## config.mk

```make
export PLATFORM = sky130hd
export DESIGN_NAME = puzzle_frame_rx
export DESIGN_NICKNAME = d
export VERILOG_FILES = /design/src/rtl/pfr_pkg.sv /design/src/rtl/pfr_cursor.sv /design/src/rtl/pfr_sum.sv /design/src/rtl/puzzle_frame_rx.sv
export SDC_FILE = /design/constraint.sdc
export NUM_CORES = 1
export LEC_CHECK = 0
export BUFFER_PORTS_ARGS = -buffer_cell sky130_fd_sc_hd__buf_2
export CAP_MARGIN = 20
export CORE_UTILIZATION = 59
export CTS_CLUSTER_DIAMETER = 150
export CTS_CLUSTER_SIZE = 10
export DETAILED_ROUTE_END_ITERATION = 16
export HOLD_SLACK_MARGIN = 0.08
export PLACE_DENSITY = 0.79
export SYNTH_ARGS = -nofsm -noshare
export SYNTH_HDL_FRONTEND = slang
export SYNTH_SLANG_ARGS = --single-unit
```

## constraint.sdc

```tcl
create_clock -name clk -period 2.7 [get_ports clk]
set_input_delay 0.135 -clock clk [delete_from_list [all_inputs] [get_ports clk]]
set_output_delay 0.135 -clock clk [all_outputs]
set_load 0.1 [all_outputs]
```

## src/rtl/pfr_pkg.sv

```systemverilog
package pfr_pkg;
  typedef enum logic [1:0] {
    ST_IDLE     = 2'd0,
    ST_CELLS    = 2'd1,
    ST_CHECKSUM = 2'd2,
    ST_DONE     = 2'd3
  } pfr_state_t;
endpackage

```

## src/rtl/pfr_cursor.sv

```systemverilog
// Row/column walker for a square grid: linear address and checkerboard parity.
module pfr_cursor #(
  parameter int SIDE_W = 7,
  parameter int ADDR_W = 13
) (
  input  logic              clk,
  input  logic              rst,
  input  logic              restart,
  input  logic              advance,
  input  logic [SIDE_W-1:0] side,
  output logic [ADDR_W-1:0] addr,
  output logic              odd_cell,
  output logic              last_cell
);
  logic [SIDE_W-1:0] col_q, row_q;
  logic [ADDR_W-1:0] addr_q;
  logic              row_par_q, col_par_q;
  logic              col_wrap;

  assign col_wrap  = (col_q == side - SIDE_W'(1));
  assign last_cell = col_wrap && (row_q == side - SIDE_W'(1));
  assign addr      = addr_q;
  assign odd_cell  = row_par_q ^ col_par_q;

  always_ff @(posedge clk) begin
    if (rst || restart) begin
      col_q     <= '0;
      row_q     <= '0;
      addr_q    <= '0;
      row_par_q <= 1'b0;
      col_par_q <= 1'b0;
    end else if (advance) begin
      addr_q <= addr_q + ADDR_W'(1);
      if (col_wrap) begin
        col_q     <= '0;
        col_par_q <= 1'b0;
        row_q     <= row_q + SIDE_W'(1);
        row_par_q <= ~row_par_q;
      end else begin
        col_q     <= col_q + SIDE_W'(1);
        col_par_q <= ~col_par_q;
      end
    end
  end

  // consecutive cells take consecutive addresses
  a_r3_addr_step: assert property (@(posedge clk) disable iff (rst)
    (advance && !restart) |=> (addr_q == $past(addr_q) + ADDR_W'(1)));
  // a restart returns the walker to the top-left cell
  a_r2_restart_origin: assert property (@(posedge clk) disable iff (rst)
    restart |=> (addr_q == '0 && !odd_cell));
endmodule

```

## src/rtl/pfr_sum.sv

```systemverilog
// Modulo-256 accumulator that adds or subtracts each value.
module pfr_sum #(
  parameter int SUM_W = 8
) (
  input  logic             clk,
  input  logic             rst,
  input  logic             clear,
  input  logic             add_en,
  input  logic             negate,
  input  logic [SUM_W-1:0] value,
  output logic [SUM_W-1:0] sum
);
  logic [SUM_W-1:0] sum_q;
  assign sum = sum_q;

  always_ff @(posedge clk) begin
    if (rst || clear)  sum_q <= '0;
    else if (add_en)   sum_q <= negate ? (sum_q - value) : (sum_q + value);
  end

  // the checksum moves only when a cell is added
  a_r10_sum_hold: assert property (@(posedge clk) disable iff (rst)
    (!add_en && !clear) |=> $stable(sum_q));
endmodule

```

## src/rtl/puzzle_frame_rx.sv

```systemverilog
module puzzle_frame_rx #(
  parameter int MAX_SIDE = 81,
  parameter int SIDE_W   = $clog2(MAX_SIDE + 1),
  parameter int ADDR_W   = $clog2(MAX_SIDE * MAX_SIDE + 1)
) (
  input  logic              clk,
  input  logic              rst,
  input  logic              start,
  input  logic [SIDE_W-1:0] start_side,
  input  logic              rx_valid,
  input  logic [7:0]        rx_byte,
  output logic              cell_we,
  output logic [ADDR_W-1:0] cell_addr,
  output logic [7:0]        cell_value,
  output logic              cell_empty,
  output logic              frame_done,
  output logic              checksum_ok,
  output logic              range_err
);
  import pfr_pkg::*;

  pfr_state_t        state_q;
  logic [SIDE_W-1:0] side_q;
  logic [ADDR_W-1:0] cur_addr;
  logic              odd_cell, last_cell;
  logic [7:0]        run_sum;
  logic              take_cell, take_sum, too_big;

  assign take_cell = !start && rx_valid && (state_q == ST_CELLS);
  assign take_sum  = !start && rx_valid && (state_q == ST_CHECKSUM);
  assign too_big   = int'(rx_byte) > int'(side_q);

  pfr_cursor #(.SIDE_W(SIDE_W), .ADDR_W(ADDR_W)) u_cursor (
    .clk(clk), .rst(rst), .restart(start), .advance(take_cell),
    .side(side_q), .addr(cur_addr), .odd_cell(odd_cell), .last_cell(last_cell)
  );

  pfr_sum #(.SUM_W(8)) u_sum (
    .clk(clk), .rst(rst), .clear(start), .add_en(take_cell),
    .negate(odd_cell), .value(rx_byte), .sum(run_sum)
  );

  always_ff @(posedge clk) begin
    if (rst) begin
      state_q <= ST_IDLE;
      side_q  <= SIDE_W'(1);
    end else if (start) begin
      state_q <= ST_CELLS;
      side_q  <= start_side;
    end else if (take_cell && last_cell) begin
      state_q <= ST_CHECKSUM;
    end else if (take_sum) begin
      state_q <= ST_DONE;
    end
  end

  always_ff @(posedge clk) begin
    if (rst) begin
      cell_we     <= 1'b0;
      cell_addr   <= '0;
      cell_value  <= '0;
      cell_empty  <= 1'b0;
      frame_done  <= 1'b0;
      checksum_ok <= 1'b0;
      range_err   <= 1'b0;
    end else begin
      cell_we    <= take_cell;
      frame_done <= take_sum;
      if (take_cell) begin
        cell_addr  <= cur_addr;
        cell_value <= rx_byte;
        cell_empty <= (rx_byte == 8'd0);
      end
      if (start)         checksum_ok <= 1'b0;
      else if (take_sum) checksum_ok <= (rx_byte == run_sum);
      if (start)                     range_err <= 1'b0;
      else if (take_cell && too_big) range_err <= 1'b1;
    end
  end

  // frame_done is a single-cycle pulse, never alongside a write
  a_r6_done_pulse: assert property (@(posedge clk) disable iff (rst)
    frame_done |=> !frame_done);
  a_r5_no_write_on_done: assert property (@(posedge clk) disable iff (rst)
    frame_done |-> !cell_we);
  // after the frame closes, bytes have no effect
  a_r7_done_ignores: assert property (@(posedge clk) disable iff (rst)
    (state_q == ST_DONE && !start) |=> (!cell_we && !frame_done));
  // range error is sticky between starts
  a_r8_range_sticky: assert property (@(posedge clk) disable iff (rst)
    (range_err && !start) |=> range_err);
  // a start cycle never produces a write in the next cycle
  a_r9_start_wins: assert property (@(posedge clk) disable iff (rst)
    start |=> !cell_we);
  // nothing is written before the first start
  a_r1_idle_quiet: assert property (@(posedge clk) disable iff (rst)
    (state_q == ST_IDLE) |=> !cell_we);
endmodule

```

# After elaboration in Yosys (flattened, before gate mapping)
# Cells that the tools add are included.
# word_totals
ff_bits,72
inputBits,19
output_inout_bits,26
elab_cells,50
# classes
add_sub_neg,6
order_cmp,1
n_eq_ne,5
mux,6
bitwise_logic,3
reduce_logical,13
# op_table
op,count
$add 7x1->7 const B,2
$eq 7x7->1,2
$add 13x1->13 const B,1
$add 8x8->8,1
$eq 8x8->1,1
$gt 8x7->1,1
$logic_not 8->1,1
$mux 8,1
$sub 8x8->8,1
$mux 7,1
$sub 7x1->7 const B,1
$logic_and 1x1->1,6
$mux 2,2
$reduce_bool 3->1,1
$eq 2x1->1 const B,1
$eq 2x2->1 const B,1
$mux 1,2
$not 1->1,2
$reduce_and 2->1,1
$reduce_bool 2->1,1
$reduce_or 2->1,1
$logic_not 1->1,1
$logic_or 1x1->1,1
$xor 1x1->1,1

# Logic depth before layout (Yosys ltp)
# Gate-level depths: netlist of the first run.
# logic_depth
depth_word,6
depth_mapped,11
mapped_depth_nobuf,10

# Cells and area by module
# Synthesis of the first run repeated with hierarchy kept, for this count alone.
# unflattened
cells_unflattened,461
hier_area_um2,4025.1
# modules_own_cells
module,instances,cells_per_inst,area_each_um2,seq_area_each_um2
pfr_cursor,1,197,1717.9,580.6
puzzle_frame_rx,1,179,1587.8,700.7
pfr_sum,1,85,719.4,160.2

# Least setup slack after synthesis of the first run
# No wires, ideal clock.
# synth_timing
path_kind,flip-flop to flip-flop
startpoint,register side_q[0]
endpoint,register state_q[0]
setup_ns,0.137
arrival_time_ns,2.115
slack_ns,0.447
path_stages_with_launch,9
path_buffers,1
synth_period_minus_slack_ns,2.253
path_cell_list,dfxtp_1 inv_1 ha_1 clkbuf_1 or4b_2 a21oi_1 o31ai_1 nor4_1 a221oi_1
# synth_via
elab_chain_len,6
# synth_rtl
item,line,rtl
from (decl),puzzle_frame_rx.sv:23,logic [SIDE_W-1:0] side_q;
from (signal assigned),puzzle_frame_rx.sv:49,side_q <= start_side;
$sub 7x1->7 (*),"pfr_cursor.sv:20, pfr_cursor.sv:21",
$eq 7x7->1 (on tied branches),"pfr_cursor.sv:20, pfr_cursor.sv:21",
$logic_and 1x1->1 (*),pfr_cursor.sv:21,assign last_cell = col_wrap && (row_q == side - SIDE_W'(1));
$logic_and 1x1->1 (*),puzzle_frame_rx.sv:50,end else if (take_cell && last_cell) begin
$mux 2,puzzle_frame_rx.sv:50,
$mux 1,puzzle_frame_rx.sv:47,end else if (start) begin
to (signal assigned),puzzle_frame_rx.sv:48,state_q <= ST_CELLS;
to (signal assigned),puzzle_frame_rx.sv:51,state_q <= ST_CHECKSUM;
to (signal assigned),puzzle_frame_rx.sv:53,state_q <= ST_DONE;
to (decl),puzzle_frame_rx.sv:22,pfr_state_t state_q;
# Mark *: on every way between the ends. The rest lies on a longest branch, timed or not.
# A chain may end at the register's enable or synchronous reset.

# Worst setup path after layout of the first run
# layout_timing
startpoint,register side_q[1]
endpoint,register u_cursor.col_q[6]
# layout_via
elab_chain_len,3
# layout_rtl
item,line,rtl
$sub 7x1->7,pfr_cursor.sv:20,assign col_wrap = (col_q == side - SIDE_W'(1));
$eq 7x7->1,pfr_cursor.sv:20,
$mux 7,pfr_cursor.sv:34,if (col_wrap) begin
to (signal assigned),pfr_cursor.sv:40,col_q <= col_q + SIDE_W'(1);
to (decl),pfr_cursor.sv:15,"logic [SIDE_W-1:0] col_q, row_q;"
# Every way passes these cells.

==> run metrics, run 1 <==
DIE HEIGHT 84.14 um; CP Max Fanout 8; period utilization around 93%; hold_ws 0.08904 ns; post-synth top area share a little over a third; dpl hpwl 6812 um; # port buffers 44; Leak about 1.9 nW; Synth area leaders dfxtp_1 36%, ha_1 7.9%, nand2_1 6.5%, xor2_1 5.5%, a21oi_1 5.2%; chip width 84.14 um; Power Density 514.2 mW/mm^2; CP max-delay cell or4b_1; area of the core 0.006422 mm^2; Post-Syn Nets approximately 530; clk sinks 72; register area share after synthesis 36.22%; cell row count 29; Worst Setup SP side_q[1]$_SDFFE_PP0P_; CTS tree built; final worst slack roughly 0.20 ns; antenna violations before repair 0; RSZ-0062 raised after global routing no; Post-CTS Repair Setup Buffers 0; number of antenna repair diodes 0; post-synthesis instance area between 0.003 and 0.004 mm^2; worst IR drop on VDD roughly 390 uV; vias in the first global route ~3500; Post-synth EDFFs 0; cell family with the largest share of critical-path delay simple AND/OR/NAND/NOR gates; #FFs+latches synth between 70 and 80; Area Growth Syn to Fin 15.06%; Max Freq between 400 and 500 MHz; R2R depth 8; worst slack at placement 0.2205 ns; R2R setup slack 0.20 ns; area leader, netlist dfxtp_1; FF-to-FF End u_cursor.col_q[6]$_SDFFE_PP0P_; DP Area ~0.0042 mm^2; layout cells sized above 1 around 14%; crit-path max cell delay about 0.50 ns; CTS-repair resized insts 0; Hold Path Origin rx_byte[2]; Worst slew margin 57.02%; final WL 9546 um; drt first pass iters 4; initial detailed-routing violation count between 200 and 250; # hold bufs at CTS 11; worst clock skew between 0.007 and 0.008 ns; CP Depth 8; vias per std cell between 5 and 6; final net count roughly 580; Worst Path Required 2.94 ns; crit path DAT around 2.7 ns; worst path cell trace inv_1, ha_1, or4b_1, o21ai_1, and2_1, o2111a_1, nand2b_1, nor2_1; largest net degree at the start of global routing 37; status finished, final reports clean; H-Tree Depth 3; gr usage total between 20% and 30%; Via Count 3555; reg2reg start side_q[1]$_SDFFE_PP0P_; initial core utilization around 62%; Synth cell types 53; first-pass GRT wire length 16510 um; Root Driver clkbuf_8; final setup violating endpoints 0; Critical Path Sink u_cursor.col_q[6]$_SDFFE_PP0P_; CTS buffer count 9; min-delay worst type input port to flop; Design Area, Final around 0.0046 mm^2; Worst-Margin Slew between 0.6 and 0.7 ns; Min Clock Period, post-route 2.499 ns; crit end category flop; worst path bufs/invs 1; Residual DRC 0; syn avg cell area between 8 and 9 um^2; Top FF cell, synth dfxtp_1; crit start category flop; worst skew pair latency about 0.36 ns; GPL Wtd Cong 0.9313; Post-Syn Instances around 490; fin. max-slew vios 0; critical path class flop to flop; async set or reset register ratio after synthesis 0%; Reg clk slew, reported paths ~0.08 ns; wire length per cell 15.47 um; post-route ant nets 0; Ports between 40 and 50; Synth Warn # 0; die area a little over 0.007 mm^2; Final Hold Fails 0; clock buffer depth 2; total negative slack 0 ns; # Max-Cap Violations 0; grt total ovfl 0
worst min path at each step:
stage	endpoint	slack [ns]	cells past startpoint
after floorplan	side_q[0]$_SDFFE_PP1P_	0.27	2
after global placement	side_q[0]$_SDFFE_PP1P_	0.36	3
after detailed placement	side_q[0]$_SDFFE_PP1P_	0.37	3
after CTS	cell_value[2]$_SDFFE_PP0P_	0.08	3
after global routing	cell_value[0]$_SDFFE_PP0P_	0.09	3
final	cell_value[2]$_SDFFE_PP0P_	0.09	3
power breakdown:
part	total, mW	internal (mW)	switching, mW
combinational	0.288	0.111	0.177
sequential	1.09	1.08	0.0191
clock	0.972	0.529	0.443
kinds of logic (layout without fill, tap and decap cells):
logic type	Yosys count	after routing	share of synthesized area, %
and+or+nand+nor	194	194	23.39
AOI/OAI and AO/OA	94	94	14.34
DFF	72	72	36.21
buffers and inverters	50	102	5.407
xor gates and xnor gates	44	44	10.03
adders and majority gates	27	27	8.865
muxes	7	7	1.761
area by class of cell:
type	instances	area, um^2
multi-input cells	366	2338
fillers	518	1843
flip-flops and latches	72	1441
repair buffers	63	390.4
clock buffers	9	123.9
clock inverters	7	102.6
well taps	77	96.34
inverters	23	86.33
per-layer routing:
layer,wire [um],GRT usage [%]
met1,4098,34.92
met2,4754,51.94
met3,391,4.326
met4,302,15.67
met5,0,0
cells in the mapped netlist (4+ instances only):
| library cell | n |
|---|---|
| a211oi_1 | 5 |
| a21oi_1 | 41 |
| and2_1 | 4 |
| and3_1 | 7 |
| buf_1 | 6 |
| buf_2 | 4 |
| clkbuf_1 | 14 |
| dfxtp_1 | 72 |
| ha_1 | 25 |
| inv_1 | 23 |
| mux2i_1 | 7 |
| nand2_1 | 69 |
| nand2b_1 | 4 |
| nand3_1 | 12 |
| nand4_1 | 10 |
| nor2_1 | 53 |
| nor3_1 | 6 |
| o21a_1 | 4 |
| o21ai_0 | 22 |
| or3_1 | 6 |
| xnor2_1 | 18 |
| xor2_1 | 25 |
sequential cells by signal, summed over array words and instances (netlist names):
signal              cells
frame_done              1
checksum_ok             1
u_cursor.addr          13
u_cursor.col_q          7
state_q                 2
u_cursor.row_q          7
side_q                  7
cell_we                 1
cell_empty              1
u_sum.sum               8
u_cursor.col_par_q      1
range_err               1
u_cursor.row_par_q      1
cell_value              8
cell_addr              13
worst min-delay path, stage by stage:
cell,delay [ns]
buf_2,0.15
nand2_1,0.07
a21oi_1,0.05
cells in the final DEF (no fill, tap or decap), types with 8 or more instances in the layout:
| master | netlist | final |
|---|---|---|
| a21oi_1 | 41 | 41 |
| nand3_1 | 12 | 12 |
| xor2_1 | 25 | 25 |
| nand4_1 | 10 | 10 |
| ha_1 | 25 | 25 |
| o21ai_0 | 22 | 22 |
| nand2_1 | 69 | 69 |
| buf_4 | 0 | 8 |
| nor2_1 | 53 | 53 |
| xnor2_1 | 18 | 18 |
| clkbuf_8 | 0 | 9 |
| inv_1 | 23 | 23 |
| buf_2 | 4 | 44 |
| dfxtp_1 | 72 | 72 |
| dlygate4sd3_1 | 0 | 11 |
per-stage QoR:
step | power (mW) | util (%) | cells
after global routing | 2.448 | 71.30 | 617
after CTS | 2.365 | 71.30 | 617
after global placement | 1.380 | 66.06 | 590
after detailed placement | 1.391 | 66.06 | 590
final | 2.355 | 71.30 | 617
after floorplan | 1.314 | - | 488
Power figures use the tool's default switching activity.
==> inputs of run 2 (changes only) <==
- CELL_PAD_IN_SITES_DETAIL_PLACEMENT: default -> 0
- CELL_PAD_IN_SITES_GLOBAL_PLACEMENT: default -> 1
- CORE_UTILIZATION: 59 -> 45
- CTS_BUF_LIST: default -> sky130_fd_sc_hd__clkbuf_4
- PLACE_DENSITY: 0.79 -> 0.81
==> run metrics, run 2 (same netlist as run 1, synthesis figures left out) <==
Area Growth Syn to Fin 15.91%; final setup violating endpoints 0 (unchanged); final worst slack 0.2054 ns (+0.004073 ns); worst skew pair latency 0.43 ns (+0.07 ns); worst slack at placement 0.2444 ns (+0.02386 ns); hold path depth 3 (unchanged); Pwr Total 2.198 mW (-6.7%); GPL Wtd Cong 0.8707 (-6.5%); # hold bufs at CTS 16 (+5); Final Hold Fails 0 (unchanged); gr usage total 21.82% (-7.7 points); cell row count 33 (+14%); R2R depth 8 (unchanged); Power Density 476.4 mW/mm^2 (-7.4%); # Max-Cap Violations 0 (unchanged); first-pass GRT wire length 15410 um (-6.7%); Leak 1.864 nW (+0.65%); Residual DRC 0 (unchanged); post-route ant nets 0 (unchanged); vias in the first global route 3342 (-5.6%); clk sinks 72 (unchanged); initial core utilization 47.48% (-14 points); antenna violations before repair 0 (unchanged); dpl hpwl 6745 um (-0.99%); Worst Path Required 3.02 ns (+0.08 ns); Worst slew margin 54.87% (-2.1 points); H-Tree Depth 3 (unchanged); Root Driver clkbuf_4; area of the core 0.008382 mm^2 (+31%); CTS tree built; # port buffers 44 (unchanged); largest net degree at the start of global routing 46 (+24%); grt total ovfl 0 (unchanged); status finished, final reports clean; CTS buffer count 9 (unchanged); vias per std cell 5.432 (-5.7%); die area 0.009225 mm^2 (+30%); fin. max-slew vios 0 (unchanged); layout cells sized above 1 14.29% (+0.026 points); clock buffer depth 2 (unchanged); wire length per cell 14.28 um (-7.7%); chip width 96.05 um (+14%); RSZ-0062 raised after global routing no; number of antenna repair diodes 0 (unchanged); crit path DAT 2.81 ns (+0.07 ns); R2R setup slack 0.21 ns (about the same); Min Clock Period, post-route 2.495 ns (-0.004073 ns); Via Count 3536 (-0.53%); CTS-repair resized insts 0 (unchanged); Reg clk slew, reported paths 0.12 ns (+0.04 ns); initial detailed-routing violation count 149 (-34%); worst IR drop on VDD 303.6 uV (-22%); final WL 9294 um (-2.6%); Ports 45 (unchanged); CP Max Fanout 8 (unchanged); Max Freq 400.9 MHz (+0.16%); total negative slack 0 ns (unchanged); leading cell type in the layout, fill and taps excluded dfxtp_1; most frequent cells in the layout 72 x dfxtp_1, 69 x nand2_1, 53 x nor2_1; crit end category flop; DIE HEIGHT 96.05 um (+14%); Worst-Margin Slew 0.6721 ns (+0.02733 ns); Post-CTS Repair Setup Buffers 0 (unchanged); crit start category flop; drt first pass iters 4 (unchanged); period utilization 92.39% (-0.15 points); worst clock skew 0.01555 ns (+0.008000 ns); min-delay worst type input port to flop; final net count 587 (+1.0%); critical path class flop to flop
run 2: changes by cell type in the layout (fill, tap and decap cells not counted), sizes merged:
cell and delta:
clkinvlp -3, inv +1, clkinv +2, dlygate4sd3 +5, buf +1
run 2: worst paths after layout:
| check | to | start |
|---|---|---|
| worst min-delay path | side_q[0]$_SDFFE_PP1P_ | start |
| worst min register to register | cell_value[4]$_SDFFE_PP0P_ | cell_value[4]$_SDFFE_PP0P_ |
| worst max-delay path | u_cursor.col_q[0]$_SDFFE_PP0P_ | side_q[1]$_SDFFE_PP0P_ |
| worst max register to register | u_cursor.col_q[0]$_SDFFE_PP0P_ | side_q[1]$_SDFFE_PP0P_ |
run 2: layout make-up:
cell class	count	area, um^2
clock inverter	7	100.1
timing repair buffer	69	447.9
sequential	72	1441
inverter	23	86.33
clock buffer	9	67.56
fill	822	3769
tap	105	131.4
multi-input combinational	366	2338
run 2: through the flow:
stage / util (%) / cells / hold slack, ns / area [um^2]
floorplan: - / 488 / 0.2654 / 3980
global placement: 51.13 / 619 / 0.3607 / 4285
detailed placement: 51.13 / 619 / 0.3710 / 4285
CTS: 55.04 / 651 / 0.1456 / 4613
global route: 55.04 / 651 / 0.1728 / 4613
finish: 55.04 / 651 / 0.1626 / 4613
run 2: power breakdown:
part | total (mW) | internal, mW | switching, mW
registers | 1.10 | 1.08 | 0.0194
logic | 0.290 | 0.116 | 0.173
clock network | 0.812 | 0.385 | 0.427
total | 2.20 | 1.58 | 0.620
run 2: layer usage:
layer | track usage, % | share of wire, % | vias to the layer above
met2 | 38.24 | 48 | 80
li1 | - | - | 1776
met3 | 5.371 | 3.9 | 17
met1 | 26.02 | 46 | 1663
met4 | 6.965 | 2.1 | 0
met5 | 0 | 0 | -
run 2: critical path, stage by stage (launching register included):
cell and delay [ns]:
dfxtp_1 0.37, inv_1 0.10, ha_1 0.28, or4b_1 0.49
o21ai_1 0.21, and2_1 0.19, o2111a_1 0.33, nand2b_1 0.33
nor2_1 0.09
